--- config.mk ---
export PLATFORM = sky130hd
export DESIGN_NAME = pred_result_wctl
export DESIGN_NICKNAME = d
export VERILOG_FILES = /design/src/rtl/prw_pkg.sv /design/src/rtl/prw_cond_analyse.sv /design/src/rtl/prw_elem_decide.sv /design/src/rtl/prw_elem_seq.sv /design/src/rtl/pred_result_wctl.sv
export SDC_FILE = /design/constraint.sdc
export NUM_CORES = 1
export LEC_CHECK = 0
export BUFFER_PORTS_ARGS = -buffer_cell sky130_fd_sc_hd__buf_2
export CAP_MARGIN = 30
export CORE_ASPECT_RATIO = 0.9
export CORE_MARGIN = 3
export CORE_UTILIZATION = 52
export DETAILED_ROUTE_END_ITERATION = 6
export PLACE_DENSITY = 0.91
export SLEW_MARGIN = 40
export SYNTH_ARGS = -nofsm -noshare
export SYNTH_HDL_FRONTEND = slang
export SYNTH_SLANG_ARGS = --single-unit
--- constraint.sdc ---
create_clock -name clk_i -period 3 [get_ports clk_i]
set_input_delay 0.15 -clock clk_i [delete_from_list [all_inputs] [get_ports clk_i]]
set_output_delay 0.15 -clock clk_i [all_outputs]
set_load 0.005 [all_outputs]
--- src/rtl/prw_pkg.sv ---
package prw_pkg;
  typedef struct packed {
    logic lt;
    logic gt;
    logic eq;
    logic so;
  } cond_t;

  typedef enum logic [1:0] {
    SEL_LT = 2'd0,
    SEL_GT = 2'd1,
    SEL_EQ = 2'd2,
    SEL_SO = 2'd3
  } bit_sel_e;

  typedef struct packed {
    logic res_we;
    logic zero_we;
    logic cr_we;
  } wr_t;

  function automatic logic pick_bit(cond_t c, bit_sel_e s);
    case (s)
      SEL_LT:  pick_bit = c.lt;
      SEL_GT:  pick_bit = c.gt;
      SEL_EQ:  pick_bit = c.eq;
      default: pick_bit = c.so;
    endcase
  endfunction
endpackage

--- src/rtl/prw_cond_analyse.sv ---
module prw_cond_analyse
  import prw_pkg::*;
#(
  parameter int XLEN = 32
) (
  input  logic [XLEN-1:0] res_i,
  input  logic            so_i,
  output cond_t           cond_o
);
  logic is_zero;
  assign is_zero   = (res_i == '0);
  assign cond_o.lt = res_i[XLEN-1];
  assign cond_o.eq = is_zero;
  assign cond_o.gt = !res_i[XLEN-1] && !is_zero;
  assign cond_o.so = so_i;
endmodule

--- src/rtl/prw_elem_decide.sv ---
module prw_elem_decide
  import prw_pkg::*;
(
  input  logic     active_i,
  input  cond_t    cond_i,
  input  logic     zero_en_i,
  input  logic     rc_i,
  input  logic     rc1_i,
  input  bit_sel_e sel_i,
  input  logic     inv_i,
  output wr_t      wr_o
);
  logic pass;
  logic keep;
  assign pass        = (pick_bit(cond_i, sel_i) != inv_i);
  // a failed test behaves like a cleared predicate bit
  assign keep        = active_i && pass;
  assign wr_o.cr_we  = active_i && (rc_i || rc1_i);
  assign wr_o.res_we = keep && !rc1_i;
  assign wr_o.zero_we = zero_en_i && !rc1_i && !keep;
endmodule

--- src/rtl/prw_elem_seq.sv ---
module prw_elem_seq #(
  parameter int MAXVL = 64,
  localparam int VLW  = $clog2(MAXVL + 1),
  localparam int IDXW = $clog2(MAXVL)
) (
  input  logic            clk_i,
  input  logic            rst_ni,
  input  logic            start_i,
  input  logic [VLW-1:0]  vl_i,
  output logic            busy_o,
  output logic [IDXW-1:0] idx_o,
  output logic            done_o
);
  logic [VLW-1:0]  vl_q;
  logic [VLW-1:0]  vl_lim;
  logic [IDXW-1:0] idx_q;
  logic            busy_q;
  logic            done_q;
  logic            at_last;

  assign vl_lim  = (vl_i > VLW'(MAXVL)) ? VLW'(MAXVL) : vl_i;
  assign at_last = (VLW'(idx_q) + VLW'(1)) == vl_q;

  always_ff @(posedge clk_i or negedge rst_ni) begin
    if (!rst_ni) begin
      busy_q <= 1'b0;
      done_q <= 1'b0;
      idx_q  <= '0;
      vl_q   <= '0;
    end else begin
      done_q <= 1'b0;
      if (start_i && !busy_q) begin
        idx_q <= '0;
        vl_q  <= vl_lim;
        if (vl_lim == '0) done_q <= 1'b1;
        else              busy_q <= 1'b1;
      end else if (busy_q) begin
        if (at_last) begin
          busy_q <= 1'b0;
          done_q <= 1'b1;
        end else begin
          idx_q <= idx_q + IDXW'(1);
        end
      end
    end
  end

  assign busy_o = busy_q;
  assign idx_o  = idx_q;
  assign done_o = done_q;


  idx_in_range_chk: assert property (@(posedge clk_i) disable iff (!rst_ni)
    busy_q |-> (VLW'(idx_q) < vl_q))
    else $error("element index beyond VL");


  done_idle_chk: assert property (@(posedge clk_i) disable iff (!rst_ni)
    done_q |-> !busy_q)
    else $error("done while busy");
endmodule

--- src/rtl/pred_result_wctl.sv ---
module pred_result_wctl
  import prw_pkg::*;
#(
  parameter int MAXVL = 64,
  parameter int XLEN  = 32,
  localparam int VLW  = $clog2(MAXVL + 1),
  localparam int IDXW = $clog2(MAXVL)
) (
  input  logic             clk_i,
  input  logic             rst_ni,
  input  logic             start_i,
  input  logic [VLW-1:0]   vl_i,
  input  logic [MAXVL-1:0] pred_mask_i,
  input  logic             zero_en_i,
  input  logic             rc_i,
  input  logic             rc1_i,
  input  logic [1:0]       sel_i,
  input  logic             inv_i,
  output logic             busy_o,
  output logic [IDXW-1:0]  elem_idx_o,
  input  logic [XLEN-1:0]  res_i,
  input  logic             so_i,
  output logic             out_valid_o,
  output logic [IDXW-1:0]  out_idx_o,
  output logic             res_we_o,
  output logic             zero_we_o,
  output logic             cr_we_o,
  output logic [3:0]       cr_o,
  output logic [XLEN-1:0]  wdata_o,
  output logic             done_o
);
  logic [MAXVL-1:0] mask_q;
  logic             zero_q, rc_q, rc1_q, inv_q;
  bit_sel_e         sel_q;
  logic             seq_busy;
  logic [IDXW-1:0]  seq_idx;
  logic             seq_done;
  logic             take;
  cond_t            cond;
  wr_t              wr;

  assign take = start_i && !seq_busy;

  always_ff @(posedge clk_i or negedge rst_ni) begin
    if (!rst_ni) begin
      mask_q <= '0;
      zero_q <= 1'b0;
      rc_q   <= 1'b0;
      rc1_q  <= 1'b0;
      inv_q  <= 1'b0;
      sel_q  <= SEL_LT;
    end else if (take) begin
      mask_q <= pred_mask_i;
      zero_q <= zero_en_i;
      rc_q   <= rc_i;
      rc1_q  <= rc1_i;
      inv_q  <= inv_i;
      sel_q  <= bit_sel_e'(sel_i);
    end
  end

  prw_elem_seq #(.MAXVL(MAXVL)) u_seq (
    .clk_i  (clk_i),
    .rst_ni (rst_ni),
    .start_i(start_i),
    .vl_i   (vl_i),
    .busy_o (seq_busy),
    .idx_o  (seq_idx),
    .done_o (seq_done)
  );

  prw_cond_analyse #(.XLEN(XLEN)) u_cond (
    .res_i (res_i),
    .so_i  (so_i),
    .cond_o(cond)
  );

  prw_elem_decide u_dec (
    .active_i (mask_q[seq_idx]),
    .cond_i   (cond),
    .zero_en_i(zero_q),
    .rc_i     (rc_q),
    .rc1_i    (rc1_q),
    .sel_i    (sel_q),
    .inv_i    (inv_q),
    .wr_o     (wr)
  );

  always_ff @(posedge clk_i or negedge rst_ni) begin
    if (!rst_ni) begin
      out_valid_o <= 1'b0;
      out_idx_o   <= '0;
      res_we_o    <= 1'b0;
      zero_we_o   <= 1'b0;
      cr_we_o     <= 1'b0;
      cr_o        <= '0;
      wdata_o     <= '0;
    end else begin
      out_valid_o <= seq_busy;
      res_we_o    <= seq_busy && wr.res_we;
      zero_we_o   <= seq_busy && wr.zero_we;
      cr_we_o     <= seq_busy && wr.cr_we;
      if (seq_busy) begin
        out_idx_o <= seq_idx;
        cr_o      <= cond;
        wdata_o   <= wr.res_we ? res_i : '0;
      end
    end
  end

  assign busy_o     = seq_busy;
  assign elem_idx_o = seq_idx;
  assign done_o     = seq_done;


  we_excl_chk: assert property (@(posedge clk_i) disable iff (!rst_ni)
    !(res_we_o && zero_we_o))
    else $error("result and zero write together");


  rc1_no_dest_chk: assert property (@(posedge clk_i) disable iff (!rst_ni)
    (out_valid_o && rc1_q) |-> (!res_we_o && !zero_we_o))
    else $error("destination written in condition-only mode");


  masked_skip_chk: assert property (@(posedge clk_i) disable iff (!rst_ni)
    (seq_busy && !mask_q[seq_idx]) |=> (!res_we_o && !cr_we_o))
    else $error("masked element written");


  cr_commit_chk: assert property (@(posedge clk_i) disable iff (!rst_ni)
    (seq_busy && mask_q[seq_idx] && (rc_q || rc1_q)) |=> cr_we_o)
    else $error("condition field not committed");


  idx_step_chk: assert property (@(posedge clk_i) disable iff (!rst_ni)
    (out_valid_o && $past(out_valid_o)) |-> (out_idx_o == $past(out_idx_o) + IDXW'(1)))
    else $error("element order broken");


  idle_quiet_chk: assert property (@(posedge clk_i) disable iff (!rst_ni)
    !$past(seq_busy) |-> !out_valid_o)
    else $error("output outside a run");
endmodule

# After elaboration in Yosys (flattened, before gate mapping)
# Cells that the tools add are included.
# classes
mux,16
n_eq_ne,6
reduce_logical,21
addsub,2
order_cmp,2
# ops
op,n
$logic_not 32->1,1
$mux 32,1
$mux 6,3
$logic_and 1x1->1,10
$mux 1,9
$add 6x1->7 const B,1
$eq 7x7->1,1
$gt 7x7->1 const B,1
$logic_not 7->1,1
$lt 6x7->1 const B,1
$mux 7,1
$add 6x1->6 const B,1
$bmux 1 s6,1
$logic_not 1->1,5
$ne 2x2->1 const B,2
$pmux 1 s3,1
$eq 2x1->1 const B,1
$eq 2x2->1 const B,1
$logic_not 2->1,1
$reduce_and 2->1,1
$reduce_bool 2->1,1
$logic_or 1x1->1,1
$ne 1x1->1,1
# word_totals
ff_bits,131
out_inout_bits,54

# Longest topological paths before layout
# depth
word_depth,9
mapped_depth,10
depth_no_buf,7

# Cells and area by module
# Synthesis repeated with hierarchy kept, for this count alone.
# hier_totals
hier_cells,499
hier_area_um2,6174.7
# by_module_without_submodules
module,cells_each,seq_area_each_um2,area_each_um2,instances
pred_result_wctl,361,2902.8,4984.8,1
prw_elem_seq,111,375.4,991.0,1
prw_cond_analyse,15,0.0,105.1,1
prw_elem_decide,12,0.0,93.8,1

# Least setup slack after synthesis
# OpenSTA, ideal clock, no wires.
# synth_timing
path_kind,reg2reg
start,register u_seq.idx_q[0] (netlist: u_seq.idx_o[0])
end,register wdata_o[0]
t_required_ps,2879
synth_period_minus_slack_ps,2565
arrival_time_ps,2444
setup_slack_ps,435
stages_incl_launch_ff,10
path_cell_list,dfrtp_1 buf_6 buf_12 mux4_2 mux4_2 a2bb2oi_1 a32oi_2 a2111oi_4 buf_6 a22o_1
# synth_between
elab_chain_len,5
# synth_lines
item,line_no,source
"start, declared",prw_elem_seq.sv:16,logic [IDXW-1:0] idx_q;
"start signal, assigned",prw_elem_seq.sv:42,idx_q <= idx_q + IDXW'(1);
$bmux 1 s6,pred_result_wctl.sv:79,".active_i (mask_q[seq_idx]),"
$mux 1 (not written as such),pred_result_wctl.sv:79,
$logic_and 1x1->1,prw_elem_decide.sv:17,assign keep = active_i && pass;
$logic_and 1x1->1,prw_elem_decide.sv:19,assign wr_o.res_we = keep && !rc1_i;
$mux 32,pred_result_wctl.sv:106,wdata_o <= wr.res_we ? res_i : '0;
"end signal, assigned",pred_result_wctl.sv:106,
"end, declared",pred_result_wctl.sv:29,"output logic [XLEN-1:0] wdata_o,"
# No other way between the ends. The select of a mux whose other input is x is not followed.
# A chain may end at the register's enable or synchronous reset.

# Worst setup path in the final report
# layout_timing
start,register u_seq.idx_q[0] (netlist: u_seq.idx_o[0])
end,register u_seq.idx_q[5] (netlist: u_seq.idx_o[5])
# layout_between
elab_chain_len,4
elab_cells_between_ends,8
# layout_lines
item,line_no
$add 6x1->7 / $add 6x1->6 (equally long branches),"prw_elem_seq.sv:22, prw_elem_seq.sv:42"
$eq 7x7->1 / $mux 6 (equally long branches),"prw_elem_seq.sv:22, prw_elem_seq.sv:38"
$ne 2x2->1 (no source line) / $mux 6 (equally long branches),n/a
$reduce_and 2->1 (no source line) / $mux 6 (equally long branches),n/a
# Parallel ways exist; a longest one is shown, timed or not. The select of a mux whose other input is x is not followed.

==> impl_metrics.xml <==
<?xml version="1.0" encoding="UTF-8"?>
<metrics>
  <group name="logic_synthesis">
    <metric name="synth-edff-count" unit="">0</metric>
    <metric name="synth_top_family_by_area" unit="">simple AND/OR/NAND/NOR gates</metric>
    <metric name="synthSimpleGateAreaFrac" unit="%">19.7</metric>
    <metric name="share_of_async_settable_or_async_resettable_flops_after_synthesis" unit="%">100</metric>
    <metric name="ys_dominant_reg_cell" unit="">dfrtp_1</metric>
    <metric name="number_of_flip_flops_and_latches_in_the_synthesized_netlist" unit="">131</metric>
    <metric name="yosys.area_share.adder" unit="%">0.215</metric>
    <metric name="synthXorXnorAreaFrac" unit="%">1.66</metric>
    <metric name="avgSynthCellArea" unit="um2">10.5</metric>
    <metric name="synth_seq_area_share" unit="%">56.5</metric>
    <metric name="synth_compound_gate_area_share" unit="%">8.47</metric>
    <metric name="syn_area" unit="um2">5810</metric>
    <metric name="postSynthNetCount" unit="">669</metric>
    <metric name="post_synth_inst_count" unit="">555</metric>
    <metric name="synth.distinct_cells" unit="">41</metric>
    <metric name="synthMuxAreaShare" unit="%">9.83</metric>
    <metric name="yosysWarnings" unit="">0</metric>
  </group>
  <group name="floorplan">
    <metric name="floorplan.die.height" unit="um">106</metric>
    <metric name="initial_utilization" unit="%">55.0</metric>
    <metric name="chipWidth" unit="um">117</metric>
    <metric name="number_of_primary_i_o_pins" unit="">167</metric>
    <metric name="floorplan.rows" unit="">35</metric>
    <metric name="coreArea" unit="um2">10600</metric>
    <metric name="design.die.area" unit="um2">12500</metric>
  </group>
  <group name="setup_path">
    <metric name="critPathMaxStageDelay" unit="ns">0.38</metric>
    <metric name="critical-path-top-delay-family" unit="">simple AND/OR/NAND/NOR gates</metric>
    <metric name="worstPathBufferInverterCount" unit="">2</metric>
    <metric name="critPathCaptureType" unit="">register</metric>
    <metric name="slowest_stage" unit="">or3_1</metric>
    <metric name="critical_path_arrival" unit="ns">3.13</metric>
    <metric name="crit_fanout" unit="">12</metric>
    <metric name="regToRegStartpoint" unit="">u_seq.idx_o[0]</metric>
    <metric name="cp_data_required_time" unit="ns">3.32</metric>
    <metric name="worst_setup_path_startpoint" unit="">u_seq.idx_o[0]</metric>
    <metric name="start_kind" unit="">register</metric>
    <metric name="path_cells" unit="">buf_4, buf_4, ha_1, nand3_1, or3_1, a221oi_1, o2111a_2, nand2b_1, mux2i_1</metric>
    <metric name="path_class" unit="">register to register</metric>
    <metric name="path_common_cell" unit="">buf_4</metric>
  </group>
  <group name="route">
    <metric name="drt_pass1_iterations" unit="">6</metric>
    <metric name="drt_drc_violations_left" unit="">0</metric>
    <metric name="route.final.wire_length" unit="um">19400</metric>
    <metric name="route.detailed.vias_per_inst" unit="">5.67</metric>
    <metric name="drt-wirelength-per-cell" unit="um">19.7</metric>
    <metric name="num_vias" unit="">5581</metric>
    <metric name="drtIter0Drc" unit="">567</metric>
    <metric name="ant_nets" unit="">0</metric>
  </group>
  <group name="global_route">
    <metric name="grt_usage" unit="%">31.7</metric>
    <metric name="grt_pass1_wl" unit="um">30700</metric>
    <metric name="grt_total_ovfl" unit="">0</metric>
    <metric name="largest_net_degree_at_the_start_of_global_routing" unit="">84</metric>
    <metric name="grt_antenna_before_repair" unit="">1</metric>
    <metric name="grt_pass1_vias" unit="">5935</metric>
  </group>
  <group name="pwr">
    <metric name="fin_total_pwr" unit="mW">8.44</metric>
    <metric name="power.share.switching" unit="%">36.5</metric>
    <metric name="combPwrFrac" unit="%">37.4</metric>
    <metric name="cell_internal_pwr" unit="mW">5.35</metric>
    <metric name="max-vdd-ir-drop" unit="mV">0.590</metric>
    <metric name="power.density" unit="nW/um2">1000</metric>
    <metric name="share_seq_of_total_power" unit="%">37.0</metric>
    <metric name="leakagePower" unit="nW">4.34</metric>
    <metric name="clock_power_share" unit="%">25.6</metric>
    <metric name="netSwitchingPower" unit="mW">3.08</metric>
  </group>
  <group name="sta">
    <metric name="grt_setup_unrepaired" unit="">no</metric>
    <metric name="finalSetupViolCount" unit="">0</metric>
    <metric name="finClkSkew" unit="ns">0.0102</metric>
    <metric name="final.min_clock_period" unit="ns">2.81</metric>
    <metric name="worst_slew_pin_slew" unit="ns">0.794</metric>
    <metric name="maxSlewViolCount" unit="">0</metric>
    <metric name="totalNegativeSetupSlack" unit="ns">0</metric>
    <metric name="relSlewSlack" unit="%">47.0</metric>
    <metric name="final_critical_path_setup_slack" unit="ns">0.195</metric>
    <metric name="max_clock_freq" unit="MHz">356</metric>
    <metric name="hold_fails_final_rpt" unit="">0</metric>
    <metric name="final.period_utilization" unit="%">93.5</metric>
  </group>
  <group name="run">
    <metric name="cap_viol_max_count" unit="">0</metric>
  </group>
  <group name="clock_tree">
    <metric name="htreeDepth" unit="">4</metric>
    <metric name="cts_tree" unit="">built</metric>
    <metric name="cts_sink_cnt" unit="">131</metric>
    <metric name="worst_setup_hold_path_clk_slew" unit="ns">0.06</metric>
    <metric name="cts_inserted_buffers" unit="">17</metric>
    <metric name="insertion_delay" unit="ns">0.41</metric>
    <metric name="cts.repair_timing.setup_buffer_count" unit="">0</metric>
    <metric name="clockBufferDepth" unit="">2</metric>
    <metric name="cell_at_the_root_of_the_clock_tree" unit="">clkbuf_16</metric>
  </group>
  <group name="placement">
    <metric name="place.port_buffers" unit="">166</metric>
    <metric name="place_congestion" unit="">0.825</metric>
    <metric name="place_ws" unit="ns">0.192</metric>
    <metric name="detailedPlacementHpwl" unit="um">10800</metric>
  </group>
  <group name="hold_path">
    <metric name="min_path_type" unit="">primary input to register</metric>
    <metric name="hold_start" unit="">vl_i[2]</metric>
  </group>
  <group name="cells_and_area">
    <metric name="ratio_of_cells_with_drive_above_1_in_the_final_layout" unit="%">28.9</metric>
    <metric name="syn2layout_area_growth" unit="%">44.8</metric>
    <metric name="nNetsFinal" unit="">936</metric>
  </group>
  <group name="run_status">
    <metric name="run_status" unit="">completed</metric>
  </group>
</metrics>
## through the flow
step	cell area [um2]	instances	hold WS, ns	utilization, %
6_report	8410	984	0.0126	79.7
5_1_grt	8410	984	0.0122	79.7
2_1_floorplan	5810	555	-0.146	-
4_1_cts	8400	983	0.00313	79.6
3_3_place_gp	6770	849	0.199	64.1
3_5_place_dp	6770	849	0.206	64.1
## metal layers
metal | vias up | GRT usage, % | wire length [um]
li1 | 2412 | - | -
met1 | 2755 | 35.1 | 6930
met2 | 349 | 58.1 | 10200
met3 | 65 | 7.61 | 1500
met4 | 0 | 14.3 | 751
met5 | - | 0 | 0
## power by group through the flow
stage,Clock (mW),Sequential (mW),Combinational [mW]
finish,2.16,3.12,3.15
global route,2.24,3.18,3.45
CTS,2.16,3.07,3.10
detailed placement,0,3.08,2.94
global placement,0,3.03,2.78
floorplan,0,2.91,2.15
## cell usage after synthesis (all sizes together) (3+ instances only)
| master | n | area (um2) |
|---|---|---|
| nand3b | 6 | 45.0 |
| inv | 7 | 26.3 |
| mux4 | 17 | 383 |
| nand2 | 231 | 867 |
| nand3 | 6 | 30.0 |
| dfrtp | 131 | 3280 |
| xnor2 | 9 | 78.8 |
| and2 | 3 | 18.8 |
| o21ai | 6 | 30.0 |
| buf | 15 | 114 |
| nor3 | 5 | 25.0 |
| nor2b | 3 | 18.8 |
| mux2i | 12 | 120 |
| nor2 | 9 | 33.8 |
| nor4 | 9 | 56.3 |
| clkbuf | 19 | 71.3 |
| a22o | 32 | 280 |
| mux2 | 6 | 67.6 |
## layout by cell type, fill, tap and decap left out, types with 12 or more instances in the layout
cell type	n
a22o_1	32
buf_2	165
buf_4	14
clkbuf_16	17
dfrtp_1	131
dlygate4sd3_1	102
mux2i_1	12
mux4_2	17
nand2_1	230
## layout make-up
| type | instances | area, um2 |
|---|---|---|
| Timing Repair Buffer | 282 | 1970 |
| Multi-Input combinational cell | 382 | 2320 |
| Inverter | 8 | 30.0 |
| Sequential cell | 131 | 3280 |
| Clock buffer | 18 | 439 |
| Clock inverter | 14 | 176 |
| Antenna cell | 1 | 2.50 |
| Fill cell | 550 | 2150 |
| Tap cell | 148 | 185 |
## final timing paths
path                       cells past startpoint  slack, ns        endpoint
max in group asynchronous                      3       1.85           rc1_q
setup / recovery                               9       0.19  u_seq.idx_o[5]
hold / removal                                 3       0.01   u_seq.vl_q[2]
setup reg to reg                               9       0.19  u_seq.idx_o[5]
hold reg to reg                                2       0.48      mask_q[19]
min in group asynchronous                      2       0.30      wdata_o[0]
## kinds of logic after synthesis
group / count (synthesis)
and+or+nand+nor: 279
DFF: 131
AOI/OAI and AO/OA: 56
buffers and inverters: 42
muxes: 35
xor gates and xnor gates: 11
adders and majority gates: 1
## state kept, by name, summed over array words and instances (netlist names), 2 cells and up
signal and flops:
cr_o 4, mask_q 64, out_idx_o 6, sel_q 2, u_seq.idx_o 6, u_seq.vl_q 7
wdata_o 32
## worst reg2reg max path, delay by kind of cell, from the launching register on
family | cells | cell delay (ns)
AOI/OAI and AO/OA | 2 | 0.62
DFF | 1 | 0.35
and+or+nand+nor | 3 | 0.88
buffers and inverters | 2 | 0.41
adders and majority gates | 1 | 0.24
muxes | 1 | 0.23
## repair_timing
item                                    4_1_cts  5_1_grt
gates resized for setup                       0        1
hold endpoints to repair                    149        0
hold buffers                                102        0
endpoints found under the setup margin        0        2
Note: power is estimated with default switching activity, not from simulation.
